**config.mk**
```make
export PLATFORM = sky130hd
export DESIGN_NAME = nest_irq_arbiter
export DESIGN_NICKNAME = d
export VERILOG_FILES = /design/src/rtl/nia_pkg.sv /design/src/rtl/nia_prio_tree.sv /design/src/rtl/nia_level_stack.sv /design/src/rtl/nia_level_ctrl.sv /design/src/rtl/nest_irq_arbiter.sv
export SDC_FILE = /design/constraint.sdc
export NUM_CORES = 1
export LEC_CHECK = 0
export CAP_MARGIN = 30
export CELL_PAD_IN_SITES_DETAIL_PLACEMENT = 1
export CELL_PAD_IN_SITES_GLOBAL_PLACEMENT = 2
export CORE_ASPECT_RATIO = 1.75
export CORE_MARGIN = 8
export CORE_UTILIZATION = 34
export DETAILED_ROUTE_END_ITERATION = 8
export DONT_BUFFER_PORTS = 1
export GPL_TIMING_DRIVEN = 0
export PLACE_DENSITY = 0.82
export SETUP_SLACK_MARGIN = 0.2
export SLEW_MARGIN = 10
export SYNTH_ARGS = -nofsm -noshare
export SYNTH_HDL_FRONTEND = slang
export SYNTH_SLANG_ARGS = --single-unit
```
**constraint.sdc**
```tcl
create_clock -name clk -period 10.2 [get_ports clk]
set_input_delay 1.02 -clock clk [delete_from_list [all_inputs] [get_ports clk]]
set_output_delay 1.02 -clock clk [all_outputs]
set_load 0.005 [all_outputs]
```
**src/rtl/nia_pkg.sv**
```systemverilog
package nia_pkg;
  localparam int PRIO_W = 3;
  typedef logic [PRIO_W-1:0] prio_t;
endpackage

```
**src/rtl/nia_prio_tree.sv**
```systemverilog
module nia_prio_tree
  import nia_pkg::*;
#(
  parameter int NUM_SRC = 32,
  parameter int SRC_W   = (NUM_SRC > 1) ? $clog2(NUM_SRC) : 1
) (
  input  logic [NUM_SRC-1:0]        req,
  input  logic [NUM_SRC*PRIO_W-1:0] prio,
  output logic                      win_valid,
  output prio_t                     win_prio,
  output logic [SRC_W-1:0]          win_idx
);
  localparam int LEAVES = 1 << SRC_W;
  localparam int NODES  = 2 * LEAVES;

  // heap-ordered tree: node 1 is the root, children of n are 2n and 2n+1
  logic             nv [NODES];
  prio_t            np [NODES];
  logic [SRC_W-1:0] ni [NODES];

  assign nv[0] = 1'b0;
  assign np[0] = '0;
  assign ni[0] = '0;

  for (genvar g = 0; g < LEAVES; g++) begin : g_leaf
    if (g < NUM_SRC) begin : g_real
      assign nv[LEAVES+g] = req[g];
      assign np[LEAVES+g] = prio[g*PRIO_W +: PRIO_W];
      assign ni[LEAVES+g] = SRC_W'(g);
    end else begin : g_pad
      assign nv[LEAVES+g] = 1'b0;
      assign np[LEAVES+g] = '0;
      assign ni[LEAVES+g] = '0;
    end
  end

  for (genvar n = 1; n < LEAVES; n++) begin : g_node
    logic take_left;
    // left subtree holds lower numbers, so it keeps ties
    assign take_left = nv[2*n] && (!nv[2*n+1] || (np[2*n] >= np[2*n+1]));
    assign nv[n] = nv[2*n] | nv[2*n+1];
    assign np[n] = take_left ? np[2*n] : np[2*n+1];
    assign ni[n] = take_left ? ni[2*n] : ni[2*n+1];
  end

  assign win_valid = nv[1];
  assign win_prio  = np[1];
  assign win_idx   = ni[1];
endmodule

```
**src/rtl/nia_level_stack.sv**
```systemverilog
module nia_level_stack
  import nia_pkg::*;
#(
  parameter int STACK_DEPTH = 8,
  parameter int DW = $clog2(STACK_DEPTH + 1)
) (
  input  logic          clk,
  input  logic          rst_n,
  input  logic          push,
  input  logic          pop,
  input  prio_t         din,
  output prio_t         top,
  output logic          empty,
  output logic [DW-1:0] depth
);
  localparam int PW = (STACK_DEPTH > 1) ? $clog2(STACK_DEPTH) : 1;

  prio_t         mem [STACK_DEPTH];
  logic [DW-1:0] cnt;
  logic [DW-1:0] top_ptr;
  logic          full;

  assign full    = (cnt == DW'(STACK_DEPTH));
  assign empty   = (cnt == '0);
  assign top_ptr = cnt - DW'(1);
  assign top     = empty ? '0 : mem[top_ptr[PW-1:0]];
  assign depth   = cnt;

  always_ff @(posedge clk or negedge rst_n) begin
    if (!rst_n) begin
      cnt <= '0;
    end else if (push && !full) begin
      cnt <= cnt + DW'(1);
    end else if (pop && !empty) begin
      cnt <= cnt - DW'(1);
    end
  end

  for (genvar e = 0; e < STACK_DEPTH; e++) begin : g_slot
    always_ff @(posedge clk or negedge rst_n) begin
      if (!rst_n) begin
        mem[e] <= '0;
      end else if (push && !full && (cnt[PW-1:0] == PW'(e))) begin
        mem[e] <= din;
      end
    end
  end
endmodule

```
**src/rtl/nia_level_ctrl.sv**
```systemverilog
module nia_level_ctrl
  import nia_pkg::*;
(
  input  logic  clk,
  input  logic  rst_n,
  input  logic  win_valid,
  input  prio_t win_prio,
  input  logic  vec_rd,
  input  logic  eoi_wr,
  input  prio_t stk_top,
  input  logic  stk_empty,
  output logic  irq,
  output logic  push,
  output logic  pop,
  output prio_t level,
  output logic  active
);
  logic take;

  assign irq  = win_valid && (!active || (win_prio > level));
  assign take = vec_rd && irq;
  // read and end-of-interrupt together: swap in place, stack untouched
  assign push = take && active && !eoi_wr;
  assign pop  = eoi_wr && !take && !stk_empty;

  always_ff @(posedge clk or negedge rst_n) begin
    if (!rst_n) begin
      level  <= '0;
      active <= 1'b0;
    end else if (take) begin
      level  <= win_prio;
      active <= 1'b1;
    end else if (eoi_wr) begin
      if (!stk_empty) begin
        level <= stk_top;
      end else begin
        level  <= '0;
        active <= 1'b0;
      end
    end
  end
endmodule

```
**src/rtl/nest_irq_arbiter.sv**
```systemverilog
module nest_irq_arbiter
  import nia_pkg::*;
#(
  parameter int NUM_SRC     = 32,
  parameter int STACK_DEPTH = 8,
  parameter int SRC_W       = (NUM_SRC > 1) ? $clog2(NUM_SRC) : 1,
  parameter int DW          = $clog2(STACK_DEPTH + 1)
) (
  input  logic                      clk,
  input  logic                      rst_n,
  input  logic [NUM_SRC-1:0]        src_pending,
  input  logic [NUM_SRC*PRIO_W-1:0] src_prio,
  output logic                      irq_o,
  input  logic                      vec_rd,
  output logic [SRC_W:0]            vec_data,
  input  logic                      eoi_wr,
  output logic [PRIO_W-1:0]         cur_level,
  output logic                      in_service,
  output logic [DW-1:0]             nest_depth
);
  logic             win_valid;
  prio_t            win_prio;
  logic [SRC_W-1:0] win_idx;
  logic             push, pop, stk_empty;
  prio_t            stk_top, level;

  nia_prio_tree #(.NUM_SRC(NUM_SRC), .SRC_W(SRC_W)) u_tree (
    .req(src_pending), .prio(src_prio),
    .win_valid(win_valid), .win_prio(win_prio), .win_idx(win_idx)
  );

  nia_level_ctrl u_ctrl (
    .clk(clk), .rst_n(rst_n), .win_valid(win_valid), .win_prio(win_prio),
    .vec_rd(vec_rd), .eoi_wr(eoi_wr), .stk_top(stk_top), .stk_empty(stk_empty),
    .irq(irq_o), .push(push), .pop(pop), .level(level), .active(in_service)
  );

  nia_level_stack #(.STACK_DEPTH(STACK_DEPTH), .DW(DW)) u_stack (
    .clk(clk), .rst_n(rst_n), .push(push), .pop(pop), .din(level),
    .top(stk_top), .empty(stk_empty), .depth(nest_depth)
  );

  assign cur_level = level;
  assign vec_data  = irq_o ? {1'b0, win_idx} : '1;
endmodule

```
==> results.md, run 1 <==
* Outcome: completed
* Drt first pass iters at 4
* Mean Syn Cell Area at 8.02 µm²
* Final number of setup-violating endpoints at 0
* Number of H-tree levels at 2
* CTS Buf Count at 5
* DR WL/cell at 19.3 µm
* Worst Setup End Kind: output pin
* Final core utilization at 0.439
* CTS Root Cell: clkbuf_16
* Proportion of layout cells with a drive suffix above 1 at 0.322
* Largest net degree at the start of global routing at 33
* Setup crit start: src_prio[48]
* Slowest cell on crit path: a22oi_2
* Ys async rst share at 1.00
* R2R cell count at 11
* Buf+Inv Stages, Crit Path at 9
* VDD IR max at 160 µV
* WS Path Type: in2out
* Area growth from synthesis to layout at 27.3%
* Die Area at 0.0217 mm²
* Vias per std cell at 5.63
* Levels on crit path at 41
* Core ar. at 0.0169 mm²
* Reg clk slew, reported paths at 0.05 ns
* WHS at 0.428 ns
* Area of the multi-input gates at 0.00522 mm²
* Met1 WL at 6.37 mm
* Cell leakage power at 3.58 nW
* Critical path endpoint: vec_data[2]
* CTS tree: yes
* Internal Power at 0.000961 W
* Period Utilization, post-route at 0.961
* Reg power frac at 0.141
* RR Endpoint: u_stack.mem[20]
* Ant. Diodes at 0
* WL met3 at 992 µm
* Met2 WL at 11.7 mm
* Gr usage total at 0.172
* Commonest non-fill, non-tap cell in the layout: inv_1
* RSZ-0062 raised after global routing: no
* Ys flop type: dfrtp_1
* Vias in the first global route at 6399
* Req. time, crit path at 9.18 ns
* Post-synth EDFFs at 0
* Routed WL at 19.9 mm
* Worst Path Arrival at 8.79 ns
* Die width at 115 µm
* CTS sink count at 32
* #FFs+latches synth at 32
* Number of DRC markers in iteration 0 at 135
* Crit path time final at 9.81 ns
* Gpl congestion at 0.838
* Sequential Area at 801 µm²
* Number of port buffers at 0
* Syn nets at 948
* DRC Markers at 0
* Max-Cap Viols at 0
* Filler Cells Inserted at 2025
* Fmax at 102 MHz
* Startpoint Class: input pin
* Worst hold path class: in2async
* CTS Buffer Depth at 2
* Final hold vios at 0
* Die height at 189 µm
* Distinct cells, synth at 81
* R2r startpoint: u_ctrl.level[1]
* PwrDens at 239 mW/mm²
* CP top delay family: compound AO/OA/AOI/OAI gates
* CP max FO at 7
* Global-route wire length before repair at 30.6 mm
* Slew Viols, Final at 0
* Final ANT Viol Nets at 0
* Io pins at 147
* DR vias at 5783
* # nets final at 1023
* Max incr delay on CP at 0.41 ns
* Clock Latency Late Sink at 0.28 ns
* R2R Setup Slk at 6.73 ns
* DR top layer: met4
* Initial antenna violation count at 0
* Sequential area share after synthesis at 0.138
* Effective utilization at floorplan at 0.345
* Rel. slew slack at 0.353
* Mapped Cells at 726
* Post-DP HPWL at 16.1 mm
* Logic gate share of total power at 0.771
* Most frequent cells in the layout: inv_1 (91), ha_1 (85), buf_4 (67), nand2_1 (59), nor2_1 (41)
* Layout Skew at 0.00811 ns
* Overflow after GRT at 0
* Rows at 63
* Most frequent CP cell: ha_4
* Mapped Area at 0.00582 mm²
* Warnings from Yosys at 0
* Switching Fraction at 0.456
* Clock power frac at 0.088
* Worst-Margin Slew at 0.962 ns
* Net Switching at 0.000807 W
## cells in the mapped netlist (all sizes together), types with 3 or more instances
cell,n,area share
o211ai,8,0.012
mux2,33,0.064
nand2b,27,0.029
a22oi,4,0.0052
a311oi,3,0.0056
o22ai,7,0.0075
a31oi,4,0.0069
nand2,71,0.048
dfrtp,32,0.14
and2,10,0.011
a211oi,4,0.0052
a21boi,4,0.0052
nor3,12,0.010
o21ai,33,0.029
o21a,4,0.0052
nor2b,25,0.027
inv,96,0.062
nand3,11,0.0095
o211a,3,0.0052
nor2,51,0.033
a221oi,8,0.018
a211o,3,0.0045
o21bai,3,0.0045
and3,4,0.0043
o2111ai,4,0.0090
mux2i,47,0.081
mux4,6,0.023
o32ai,4,0.0099
a21oi,45,0.041
ha,90,0.19
a21o,13,0.017
clkbuf,6,0.0039
o31ai,4,0.0052
or2,8,0.0086
## cells by family (layout without fill, tap and decap cells)
group	count (synthesis)	after routing	synth area share
simple gates	228	228	0.191
compound gates	182	182	0.235
buf+inv	104	179	0.0673
fa+ha+maj	92	92	0.197
mux	86	86	0.169
flops	32	32	0.138
xor+xnor	2	2	0.00301
## power groups by stage
stage               logic (W)  registers, W  clock network (W)
finish                0.00136      0.000249           0.000155
global placement     0.000910      0.000244                  0
global route          0.00148      0.000260           0.000161
detailed placement   0.000959      0.000251                  0
CTS                   0.00115      0.000250           0.000156
floorplan            0.000732      0.000221                  0
## layer usage
| metal | up-vias | track usage |
|---|---|---|
| met5 | - | 0 |
| met4 | 0 | 0.0661 |
| met3 | 50 | 0.0341 |
| met2 | 135 | 0.361 |
| met1 | 2848 | 0.148 |
| li1 | 2750 | - |
## area by class of cell
| cell class | count | area share |
|---|---|---|
| timing repair buffer | 69 | 0.0714 |
| buffer | 7 | 0.00810 |
| sequential | 32 | 0.108 |
| tap | 227 | 0.0383 |
| multi-input combinational | 590 | 0.704 |
| clock buffer | 7 | 0.0206 |
| inverter | 96 | 0.0500 |
## worst min path at each step
| stage | depth (start not counted) | end | startpoint | slack (ns) |
|---|---|---|---|---|
| final | 0 | u_stack.depth[2] | rst_n | 0.43 |
| after global routing | 0 | u_stack.depth[2] | rst_n | 0.42 |
| after CTS | 0 | u_stack.depth[2] | rst_n | 0.43 |
| after detailed placement | 2 | u_stack.mem[1] | u_stack.mem[1] | 0.49 |
| after global placement | 2 | u_stack.mem[23] | u_stack.mem[23] | 0.47 |
| after floorplan | 2 | u_stack.mem[13] | u_stack.mem[13] | 0.44 |
## sequential cells by signal, indices dropped and copies added (netlist names)
signal	count
u_stack.mem	24
u_ctrl.active	1
u_ctrl.level	3
u_stack.depth	4
## timing repair
| item | 4_1_cts | 5_1_grt |
|---|---|---|
| gates resized for setup | 73 | 91 |
| endpoints found under the setup margin | 39 | 35 |
| pin swaps | 24 | 57 |
| hold buffers | 0 | 0 |
| setup buffers | 32 | 37 |
## metrics by stage
stage	cell area (µm²)	total power [W]	instances	TNS [ns]	setup slack, ns
global placement	6100	0.00115	953	-35.73	-1.25
detailed placement	6100	0.00121	953	-47.60	-1.55
CTS	6780	0.00156	991	0	0.205
floorplan	5820	0.000952	726	0	0.402
global route	7410	0.00190	1028	0	0.0366
finish	7410	0.00177	1028	0	0.395
No activity file was read; power rests on OpenSTA's default activity.
==> run 2, diff against run 1 <==
Settings changed: MAX_ROUTING_LAYER set to met4.
==> run 2 against run 1 <==
  * Combinational power about the same
  * Worst setup slack worse by 0.00070 ns
  * Utilization about the same
  * Register-to-register slack about the same
  * Flip-flop and latch count unchanged
==> results.md, run 2 (synthesized netlist as in run 1, its figures left out) <==
* Slowest cell on crit path: a22oi_2
* DR vias at 5782 (-0.017%)
* CTS Buffer Depth at 2 (unchanged)
* CTS tree: yes
* Core ar. at 0.0169 mm² (unchanged)
* Most frequent CP cell: ha_4
* Effective utilization at floorplan at 0.345 (unchanged)
* Pre-CTS setup slack at -1.55 ns (unchanged)
* Gpl congestion at 0.848 (+1.3%)
* Number of DRC markers in iteration 0 at 147 (+8.9%)
* Rel. slew slack at 0.354 (+0.00146)
* Vias in the first global route at 6416 (+0.27%)
* Logic gate share of total power at 0.771 (about the same)
* Clock Latency Late Sink at 0.28 ns (about the same)
* Vias per std cell at 5.63 (about the same)
* Final number of setup-violating endpoints at 0 (unchanged)
* Switching Fraction at 0.456 (about the same)
* Max incr delay on CP at 0.41 ns (about the same)
* Die Area at 0.0217 mm² (unchanged)
* Die width at 115 µm (unchanged)
* Outcome: completed
* Area of the multi-input gates at 0.00522 mm² (unchanged)
* Worst Setup End Kind: output pin
* Grt met1 use at 0.149 (+0.000383)
* Overflow after GRT at 0 (unchanged)
* Net Switching at 0.000807 W (about the same)
* Final ANT Viol Nets at 0 (unchanged)
* CTS sink count at 32 (unchanged)
* PwrDens at 239 mW/mm² (+0.14%)
* Met3 usage at 0.0329 (-0.00128)
* Fmax at 102 MHz (about the same)
* Filler Cells Inserted at 2026 (+0.049%)
* Tot Pwr at 0.00177 W (about the same)
* Die height at 189 µm (unchanged)
* DRC Markers at 0 (unchanged)
* Proportion of layout cells with a drive suffix above 1 at 0.321 (-0.000847)
* Commonest non-fill, non-tap cell in the layout: inv_1
* Number of port buffers at 0 (unchanged)
* Max-Cap Viols at 0 (unchanged)
* Gr usage total at 0.177 (+0.00453)
* Worst hold path class: in2async
* CP max FO at 7 (unchanged)
* CTS Root Cell: clkbuf_16
* RSZ-0062 raised after global routing: no
* Largest Register: u_stack.mem
* Reg power frac at 0.141 (about the same)
* Crit path time final at 9.81 ns (+0.000699 ns)
* Drt first pass iters at 4 (unchanged)
* Buf+Inv Stages, Crit Path at 9 (unchanged)
* Clock power frac at 0.087 (about the same)
* Final setup TNS at 0 ns (unchanged)
* Period Utilization, post-route at 0.961 (about the same)
* VDD IR max at 160 µV (-0.13%)
* Max reg flops at 24 (unchanged)
* Final core utilization at 0.439 (-0.000445)
* Sequential Area at 801 µm² (unchanged)
* Slew Viols, Final at 0 (unchanged)
* Cell leakage power at 3.58 nW (-0.12%)
* Ant. Diodes at 0 (unchanged)
* DR WL/cell at 19.3 µm (about the same)
* Global-route layer with the greatest usage: met2
* Worst Slack Setup Final at 0.394 ns (-0.000699 ns)
* CP top delay family: compound AO/OA/AOI/OAI gates
* Most frequent cells in the layout: inv_1 (91), ha_1 (85), buf_4 (66), nand2_1 (59), nor2_1 (41)
* CTS Buf Count at 5 (unchanged)
* Largest net degree at the start of global routing at 33 (unchanged)
* # nets final at 1022 (-0.098%)
* WS Path Type: in2out
* Reg clk slew, reported paths at 0.05 ns (about the same)
* Internal Power at 0.000962 W (about the same)
* Req. time, crit path at 9.18 ns (about the same)
* Routed WL at 19.9 mm (about the same)
* WHS at 0.429 ns (+0.000630 ns)
* Met2 Track Usage GR at 0.360 (-0.000452)
* Area growth from synthesis to layout at 27.2%
* Layout Skew at 0.00789 ns (-0.000227 ns)
* Worst-Margin Slew at 0.960 ns (-0.00218 ns)
* Global-route wire length before repair at 30.6 mm (-0.13%)
* Io pins at 147 (unchanged)
* Startpoint Class: input pin
* Worst Path Arrival at 8.79 ns (about the same)
* Rows at 63 (unchanged)
* Final hold vios at 0 (unchanged)
* Post-DP HPWL at 16.1 mm (unchanged)
* Number of H-tree levels at 2 (unchanged)
* Initial antenna violation count at 0 (unchanged)
-- run 2: path summary, 6_finish.rpt --
kind                                 start                to  slack [ns]  cells after the start
max in group asynchronous            rst_n   u_stack.mem[10]        9.67                      0
min reg2reg                 u_stack.mem[1]    u_stack.mem[1]        0.49                      2
max reg2reg                u_ctrl.level[1]   u_stack.mem[20]        6.73                     11
min                                  rst_n  u_stack.depth[2]        0.43                      0
min in group clk            u_stack.mem[1]    u_stack.mem[1]        0.49                      2
max                           src_prio[48]       vec_data[2]        0.39                     41
-- run 2: layout make-up --
class | count | area share
multi-input combinational | 590 | 0.704
sequential | 32 | 0.108
timing repair buffer | 68 | 0.0705
inverter | 96 | 0.0500
tap | 227 | 0.0384
clock buffer | 7 | 0.0206
buffer | 7 | 0.00811
-- run 2: repair_timing --
action / in CTS / in global routing
gates resized for setup: 73 / 91
setup buffers: 32 / 36
hold buffers: 0 / 0
endpoints found under the setup margin: 39 / 35
pin swaps: 24 / 57
-- run 2: through the flow --
stage,instance area (µm²),std cells
global route,7400,1027
detailed placement,6100,953
finish,7400,1027
CTS,6780,991
global placement,6100,953
floorplan,5820,726
-- run 2: routing by layer --
| metal | share of wire | vias to the layer above |
|---|---|---|
| li1 | - | 2749 |
| met1 | 0.32 | 2845 |
| met2 | 0.59 | 136 |
| met3 | 0.050 | 52 |
| met4 | 0.038 | 0 |
| met5 | 0 | - |
-- run 2: power by group through the flow --
stage	Combinational, W	Clock [W]	Sequential [W]
detailed placement	0.000959	0	0.000251
CTS	0.00115	0.000156	0.000250
global placement	0.000910	0	0.000244
floorplan	0.000732	0	0.000221
finish	0.00136	0.000155	0.000250
global route	0.00148	0.000161	0.000260
==> run 3, diff against run 2 <==
Settings changed: PLACE_DENSITY 0.82 to 0.74.
==> run 3 against run 2 <==
  * Worst setup slack worse by 0.071 ns
  * Utilization rose by 1.9 points
  * Highest routed layer unchanged
  * Cell count grew 1.1%
  * Combinational power about the same
  * Critical path depth increased by 2
  * Register-to-register slack improved by 0.03 ns
  * Wire length is 4.0% higher
==> results.md, run 3 (synthesized netlist as in run 1, its figures left out) <==
* Outcome: completed
* Worst hold path class: in2async
* Number of H-tree levels at 2 (unchanged)
* Crit path time final at 9.88 ns (+0.0705 ns)
* CP max FO at 7 (unchanged)
* Vias in the first global route at 6326 (-1.4%)
* Post-DP HPWL at 16.1 mm (about the same)
* Clock Latency Late Sink at 0.28 ns (about the same)
* CTS Buf Count at 5 (unchanged)
* Initial antenna violation count at 0 (unchanged)
* Die Area at 0.0217 mm² (unchanged)
* Slowest cell on crit path: a22oi_2
* Worst Path Arrival at 8.86 ns (+0.07 ns)
* Final hold vios at 0 (unchanged)
* WS Path Type: in2out
* Sequential Area at 801 µm² (unchanged)
* PwrDens at 231 mW/mm² (-3.4%)
* DRC Markers at 0 (unchanged)
* RR Endpoint: u_stack.mem[15]
* DR WL/cell at 19.9 µm (+2.9%)
* Core ar. at 0.0169 mm² (unchanged)
* Effective utilization at floorplan at 0.345 (unchanged)
* Worst-Margin Slew at 0.923 ns (-0.0367 ns)
* Pre-CTS setup slack at -1.70 ns (-0.157 ns)
* VDD IR max at 113 µV (-29%)
* CTS Buffer Depth at 2 (unchanged)
* Die width at 115 µm (unchanged)
* Ant. Diodes at 0 (unchanged)
* Setup crit start: src_prio[48]
* Layout Skew at 0.00468 ns (-0.00321 ns)
* Gpl congestion at 0.808 (-4.8%)
* Drt first pass iters at 4 (unchanged)
* Startpoint Class: input pin
* Area growth from synthesis to layout at 32.6%
* Reg clk slew, reported paths at 0.06 ns (about the same)
* Worst Setup End Kind: output pin
* Vias per std cell at 5.55 (-1.3%)
* Period Utilization, post-route at 0.968 (+0.00692)
* Gr usage total at 0.174 (-0.00233)
* Proportion of layout cells with a drive suffix above 1 at 0.356 (+0.0351)
* Critical path endpoint: vec_data[2]
* R2R cell count at 11 (unchanged)
* Req. time, crit path at 9.18 ns (about the same)
* Number of DRC markers in iteration 0 at 202 (+37%)
* RSZ-0062 raised after global routing: no
* Most frequent CP cell: nand2b_4
* Max incr delay on CP at 0.39 ns (-0.02 ns)
* Worst Slack Setup Final at 0.323 ns (-0.0705 ns)
* Fmax at 101 MHz (-0.71%)
* R2R Setup Slk at 6.76 ns (+0.03 ns)
* R2r startpoint: u_ctrl.level[1]
* # nets final at 1032 (+0.98%)
* CTS sink count at 32 (unchanged)
* Largest Register: u_stack.mem
* Die height at 189 µm (unchanged)
* Global-route wire length before repair at 30.1 mm (-1.5%)
* Final ANT Viol Nets at 0 (unchanged)
* Io pins at 147 (unchanged)
* Rows at 63 (unchanged)
* Final core utilization at 0.458 (+0.0187)
* Overflow after GRT at 0 (unchanged)
* DR vias at 5766 (-0.28%)
* Max-Cap Viols at 0 (unchanged)
* Routed WL at 20.7 mm (+4.0%)
* Filler Cells Inserted at 2031 (+0.25%)
* Slew Viols, Final at 0 (unchanged)
* Cell leakage power at 3.66 nW (+2.1%)
* CTS tree: yes
* Area of the multi-input gates at 0.00542 mm² (+4.0%)
* CTS Hold Bufs at 0 (unchanged)
* Commonest non-fill, non-tap cell in the layout: inv_1
* Rel. slew slack at 0.379 (+0.0247)
* Final number of setup-violating endpoints at 0 (unchanged)
* Max reg flops at 24 (unchanged)
* CTS Root Cell: clkbuf_16
* Largest net degree at the start of global routing at 33 (unchanged)
* Number of port buffers at 0 (unchanged)
* Most frequent cells in the layout: inv_1 (88), ha_1 (78), buf_4 (75), nand2_1 (56), nor2_1 (39)
[run 3: cell types whose count changed in the layout (fill, tap and decap cells not counted), sizes merged]
| cell | previous run | this run |
|---|---|---|
| inv | 96 | 94 |
| clkinvlp | 0 | 2 |
| buf | 73 | 83 |
| bufinv | 0 | 1 |
[run 3: per-layer routing]
metal / share of wire / vias up / GRT usage
li1: - / 2770 / -
met1: 0.32 / 2818 / 0.150
met2: 0.59 / 129 / 0.357
met4: 0.039 / 0 / 0.0574
met3: 0.048 / 49 / 0.0309
met5: 0 / - / -
[run 3: where the power goes]
group	internal [W]	total, W	switching [W]
Clock	0.000129	0.000184	0.0000555
Sequential	0.000185	0.000249	0.0000635
Combinational	0.000665	0.00135	0.000683
Total	0.000979	0.00178	0.000802
[run 3: area by class of cell]
type                    instances  share of cell area
multi-input cells             590               0.702
flip-flops and latches         32               0.104
repair buffers                 77              0.0750
inverters                      96              0.0486
well taps                     227              0.0368
clock buffers                   7              0.0198
plain buffers                   8             0.00972
clock inverters                 1             0.00389
[run 3: timing repair]
item                                    in CTS  in global routing
gates cloned                                 0                  1
pin swaps                                   29                 76
setup buffers                               30                 46
endpoints found under the setup margin      39                 35
gates resized for setup                     73                129
[run 3: stage by stage]
stage / hold WS, ns / power, W / cell area, µm² / instances / TNS (ns)
floorplan: 0.445 / 0.000952 / 5820 / 726 / 0
global placement: 0.480 / 0.00116 / 6100 / 953 / -37.49
detailed placement: 0.480 / 0.00121 / 6100 / 953 / -53.94
CTS: 0.430 / 0.00159 / 6780 / 991 / 0
global route: 0.422 / 0.00192 / 7720 / 1038 / 0
finish: 0.431 / 0.00178 / 7720 / 1038 / 0
[run 3: critical path: cells and delay by family]
family	cells	cell delay, ns
buffers and inverters	8	0.85
AND/OR/NAND/NOR	10	1.16
AO/OA/AOI/OAI	15	3.07
adder cells (fa/ha/maj)	7	1.85
multiplexers	3	0.91
[run 3: worst min-delay path by stage]
stage	from	end	depth (start not counted)
2_1_floorplan	u_stack.mem[13]	u_stack.mem[13]	2
3_3_place_gp	u_stack.mem[23]	u_stack.mem[23]	2
3_5_place_dp	u_stack.mem[2]	u_stack.mem[2]	2
4_1_cts	rst_n	u_stack.depth[3]	0
5_1_grt	rst_n	u_stack.depth[3]	0
6_report	rst_n	u_stack.depth[3]	0
